[config.mk]
export PLATFORM = sky130hd
export DESIGN_NAME = pe_suspend_ctrl
export DESIGN_NICKNAME = d
export VERILOG_FILES = /design/src/rtl/pe_suspend_ctrl.sv
export SDC_FILE = /design/constraint.sdc
export NUM_CORES = 1
export LEC_CHECK = 0
export BUFFER_PORTS_ARGS = -buffer_cell sky130_fd_sc_hd__clkbuf_2
export CAP_MARGIN = 40
export CORE_ASPECT_RATIO = 0.6
export CORE_MARGIN = 10
export CORE_UTILIZATION = 49
export CTS_BUF_LIST = sky130_fd_sc_hd__clkbuf_8 sky130_fd_sc_hd__clkbuf_16
export CTS_CLUSTER_DIAMETER = 30
export DETAILED_ROUTE_END_ITERATION = 16
export PLACE_DENSITY_LB_ADDON = 0.05
export SLEW_MARGIN = 25
export SYNTH_ARGS = -nofsm -noshare
export SYNTH_HDL_FRONTEND = slang
export SYNTH_SLANG_ARGS = --single-unit
[constraint.sdc]
create_clock -name clk -period 1.8 [get_ports clk]
set_clock_uncertainty 0.15 [all_clocks]
set_input_delay 0.18 -clock clk [delete_from_list [all_inputs] [get_ports clk]]
set_output_delay 0.18 -clock clk [all_outputs]
set_load 0.01 [all_outputs]
[src/rtl/pe_suspend_ctrl.sv]
module pe_suspend_ctrl #(
  parameter int BANK_W = 2,
  parameter int BLK_W  = 2,
  parameter int WORD_W = 3
) (
  input  logic                           clk,
  input  logic                           rst_n,
  input  logic                           cmd_valid,
  input  logic [2:0]                     cmd,
  input  logic [BANK_W+BLK_W+WORD_W-1:0] cmd_addr,
  input  logic                           eng_done,
  input  logic                           eng_err,
  output logic                           rd_ok,
  output logic                           eng_start,
  output logic                           eng_op,
  output logic                           eng_run,
  output logic [BANK_W-1:0]              busy_bank,
  output logic [7:0]                     status
);
  localparam int ADDR_W = BANK_W + BLK_W + WORD_W;
  localparam int BLKA_W = BANK_W + BLK_W;

  typedef enum logic [2:0] {S_IDLE, S_ERS, S_PRG, S_ESUS, S_PSUS, S_EPRG} st_t;

  st_t               st;
  logic              pend, err_e, err_p, err_r;
  logic [BLKA_W-1:0] ers_blk;
  logic [ADDR_W-1:0] prg_adr;

  wire running = (st == S_ERS) || (st == S_PRG) || (st == S_EPRG);
  wire esus    = (st == S_ESUS) || (st == S_EPRG);
  wire psus    = (st == S_PSUS);

  wire [BANK_W-1:0] ers_bank = ers_blk[BLKA_W-1 -: BANK_W];
  wire [BANK_W-1:0] prg_bank = prg_adr[ADDR_W-1 -: BANK_W];
  wire [BANK_W-1:0] run_bank = (st == S_ERS) ? ers_bank : prg_bank;
  wire [BANK_W-1:0] a_bank   = cmd_addr[ADDR_W-1 -: BANK_W];
  wire [BLKA_W-1:0] a_blk    = cmd_addr[ADDR_W-1 -: BLKA_W];

  wire is_rd = cmd_valid && cmd == 3'd1;
  wire is_pg = cmd_valid && cmd == 3'd2;
  wire is_er = cmd_valid && cmd == 3'd3;
  wire is_sp = cmd_valid && cmd == 3'd4;
  wire is_rs = cmd_valid && cmd == 3'd5;
  wire is_cl = cmd_valid && cmd == 3'd6;

  wire hit_run  = running && (a_bank == run_bank);
  wire hit_esus = esus && (a_blk == ers_blk);
  wire hit_psus = psus && (cmd_addr == prg_adr);

  wire pg_ok  = is_pg && ((st == S_IDLE) || (st == S_ESUS && !hit_esus));
  wire er_ok  = is_er && (st == S_IDLE);
  wire done_v = eng_done && running;

  assign rd_ok     = is_rd && !hit_run && !hit_esus && !hit_psus;
  assign eng_start = pg_ok || er_ok;
  assign eng_op    = er_ok;
  assign eng_run   = running;
  assign busy_bank = running ? run_bank :
                     (st == S_ESUS) ? ers_bank :
                     psus ? prg_bank : '0;
  assign status    = {!running, esus, err_e, err_p, 1'b0, psus, err_r, 1'b0};

  always_ff @(posedge clk) begin
    if (!rst_n) begin
      st      <= S_IDLE;
      pend    <= 1'b0;
      err_e   <= 1'b0;
      err_p   <= 1'b0;
      err_r   <= 1'b0;
      ers_blk <= '0;
      prg_adr <= '0;
    end else begin
      if (done_v) begin
        case (st)
          S_ERS: begin
            st <= S_IDLE;
            if (eng_err) err_e <= 1'b1;
          end
          S_PRG: begin
            st <= S_IDLE;
            if (eng_err) err_p <= 1'b1;
          end
          default: begin
            st   <= pend ? S_ERS : S_ESUS;
            pend <= 1'b0;
            if (eng_err) err_p <= 1'b1;
          end
        endcase
      end else if (pg_ok) begin
        prg_adr <= cmd_addr;
        st      <= (st == S_IDLE) ? S_PRG : S_EPRG;
      end else if (er_ok) begin
        ers_blk <= a_blk;
        st      <= S_ERS;
      end else if (is_sp) begin
        if (st == S_ERS) st <= S_ESUS;
        else if (st == S_PRG) st <= S_PSUS;
      end else if (is_rs) begin
        if (st == S_ESUS) st <= S_ERS;
        else if (st == S_PSUS) st <= S_PRG;
        else if (st == S_EPRG) pend <= 1'b1;
      end

      if (is_cl) begin
        err_e <= 1'b0;
        err_p <= 1'b0;
        err_r <= 1'b0;
      end
      if (is_pg && !pg_ok) err_p <= 1'b1;
      if (is_er && !er_ok) err_e <= 1'b1;
      if (is_rd && !rd_ok) err_r <= 1'b1;
    end
  end


  start_needs_ready_chk: assert property (@(posedge clk) disable iff (!rst_n)
    eng_start |-> status[7]);


  start_makes_busy_chk: assert property (@(posedge clk) disable iff (!rst_n)
    eng_start && !eng_done |=> !status[7]);


  read_other_bank_chk: assert property (@(posedge clk) disable iff (!rst_n)
    rd_ok && eng_run |-> a_bank != busy_bank);


  erase_err_sticky_chk: assert property (@(posedge clk) disable iff (!rst_n)
    status[5] && !is_cl |=> status[5]);


  prog_err_sticky_chk: assert property (@(posedge clk) disable iff (!rst_n)
    status[4] && !is_cl |=> status[4]);


  pending_resume_hold_chk: assert property (@(posedge clk) disable iff (!rst_n)
    status[6] && !status[7] && !eng_done |=> status[6] && !status[7]);


  suspend_stops_engine_chk: assert property (@(posedge clk) disable iff (!rst_n)
    (status[6] || status[2]) && status[7] |-> !eng_run);
endmodule

==> results.toml <==
[timing]
finalCritPeriodShare = 1.27
tns_ps = -2170
min_period_ps = 2290
holdWs_ps = 57.5
finalHoldViolCount = 0
fmax_ghz = 0.437
slew_violations = 0
layout_setup_ws_ps = -486
rsz0062_at_grt = "true"
setup_viol = 11

[layout]
fin_util = 0.799
mostFrequentLayoutCells = "44 x buf_4, 21 x clkbuf_2, 14 x nor2b_1"
n_antenna_cell = 0
final_area_sq_um = 2080
drive_gt1_frac = 0.462
layout_commonest_cell = "buf_4"
layout.nets = 252
syn2layout_area_growth_pct = 50.0

[placement]
gp_congestion = 0.939
hpwl_mm = 3.54
pre_cts_slack_ps = -260
place_area_sq_um = 1820
port_buffers = 26

[worst_setup_path]
path_cells = "xor2_2 > or4_4 > a211oi_1 > a211o_1 > nor4_2 > buf_2"
worst-endpoint-required_ps = 1470
start_kind = "flip-flop"
r2r-start = "ers_blk[0]$_SDFFE_PN0P_"
crit_type = "reg -> out"
max_stage_delay_ps = 560
r2r_cells = 7
cp_slowest_cell = "or4_4"
crit_arrival_ps = 1960
reg2reg_slack_ps = -270
end_kind = "output port"
cp-startpoint = "ers_blk[0]$_SDFFE_PN0P_"
worst_r2r_endpoint = "err_r$_SDFFE_PN0P_"
crit_end = "rd_ok"
cp_max_fo = 2

[run_status]
status = "finished with violations"
violations = "setup timing"

[grt]
grt_pass1_wl_mm = 7.65
use_met2 = 0.306
met1_usage = 0.227
top_usage_layer = "met2"
antenna_found_initial = 0
grt_use_total = 0.181
grt_max_degree = 14
grt_pass1_vias = 1577
grt-ovfl-total = 0
grtUsageMet3 = 0.0461

[floorplanning]
die_w_microns = 88.8
die_area_sq_um = 5440
rows = 14
core_sq_um = 2610
start_util = 0.533
die_h_microns = 61.3
ios = 29

[drt]
wl_mm = 5.05
via_per_inst = 6.07
drt_pass1_iterations = 5
vias = 1627
wl_per_cell_microns = 18.8
dr.first_iter.drc_count = 175
ant_nets = 0
drc = 0

[yosys]
postSynthCellCount = 169
synth.area.top_cells = "dfxtp_1 26%, mux2i_1 8.6%, xor2_1 6.9%"
synth-edff-count = 0
syn_area_per_cell_sq_um = 8.23
ys_async_sr_fraction = 0
synth_top_area_frac = 0.259
yosys_most_used_dff = "dfxtp_1"
yosysWarnings = 0
synth_top_area_cell = "dfxtp_1"
synth_area_sq_um = 1390
ys_seq_area_frac = 0.259
ys_seq_elements = 18
synth_cell_type_count = 55

[clock_network]
path_clk_slew_ps = 70
clockBufferDepth = 2
clock_sinks = 18
cts_root_buf = "clkbuf_8"
cts_tree = "done"
cts_made_buffers = 3
h-tree-depth = 1
clock_latency_ps = 260

[pwr]
power_density_nw_per_um2 = 490
leakagePower_nw = 0.947
vdd_drop_max_mv = 0.491

[run]
maxCapViolations = 0

[min_path]
hp-class = "in -> reg"
-- area by class of cell --
type	instances	area, sq um
repair buffers	80	589
fillers	164	526
clock buffers	4	55.1
inverters	7	26.3
well taps	32	40.0
multi-input cells	127	1000
flip-flops and latches	18	370
-- through the flow --
stage | power (mW) | cells
final | 1.02 | 268
after global routing | 1.06 | 268
after CTS | 1.02 | 267
after detailed placement | 0.643 | 253
after global placement | 0.635 | 253
after floorplan | 0.539 | 170
-- how the worst min path moves through the flow --
stage	startpoint	to	slack, ps	cells past startpoint
floorplan	cmd_addr[5]	ers_blk[2]$_SDFFE_PN0P_	200	2
global placement	err_r$_SDFFE_PN0P_	err_r$_SDFFE_PN0P_	300	1
detailed placement	cmd_addr[1]	prg_adr[1]$_SDFFE_PN0P_	330	3
CTS	cmd_addr[1]	prg_adr[1]$_SDFFE_PN0P_	60	3
global route	cmd_addr[1]	prg_adr[1]$_SDFFE_PN0P_	100	3
finish	cmd_addr[0]	prg_adr[0]$_SDFFE_PN0P_	60	3
-- cell usage after synthesis, types with 2 or more instances --
cell type	count
o221ai_1	2
nor3b_1	2
buf_4	7
o32ai_1	2
mux2i_1	12
dfxtp_1	18
xor2_1	11
nand3b_1	2
a21oi_1	5
nand2_1	14
nor2_1	7
buf_2	3
nor4_1	2
inv_1	7
clkbuf_1	7
o211ai_1	2
o21ai_1	2
xnor2_1	2
nand2b_1	6
a31oi_1	5
nor2b_1	14
nand4b_1	2
o22ai_1	2
a21o_1	2
-- kinds of logic after synthesis --
kind of cell | synth area share
AO/OA/AOI/OAI | 0.221
XOR/XNOR | 0.0819
buffers and inverters | 0.0891
flip-flops | 0.259
multiplexers | 0.0864
other | 0.00270
AND/OR/NAND/NOR | 0.259
-- registers in the layout (all words and copies together), names as in the netlist --
| register | flops |
|---|---|
| st | 3 |
| prg_adr | 7 |
| err_e | 1 |
| pend | 1 |
| err_r | 1 |
| err_p | 1 |
| ers_blk | 4 |
-- report_power, final --
group	switching, mW	total (mW)	leakage, nW	internal (mW)
clock network	0.140	0.334	0.0288	0.194
logic	0.138	0.271	0.769	0.133
registers	0.00882	0.416	0.149	0.407
-- routing by layer --
layer / vias up / wire (microns)
met4: 0 / 111
li1: 737 / -
met1: 761 / 2140
met3: 20 / 484
met5: - / 0
met2: 109 / 2310
-- what timing repair did --
item	CTS	global route
pin swaps	11	4
endpoints found under the setup margin	20	21
hold buffers	0	0
buffers inserted	11	5
hold endpoints to repair	0	0
resized for setup	27	11
-- worst max-delay path, delay by kind of cell, from the launching register on --
kind / cells / cell delay (ps)
AND/OR/NAND/NOR: 2 / 610
flip-flops: 1 / 340
XOR/XNOR: 1 / 160
AO/OA/AOI/OAI: 2 / 450
buffers and inverters: 1 / 140
No activity file was read; power rests on OpenSTA's default activity.
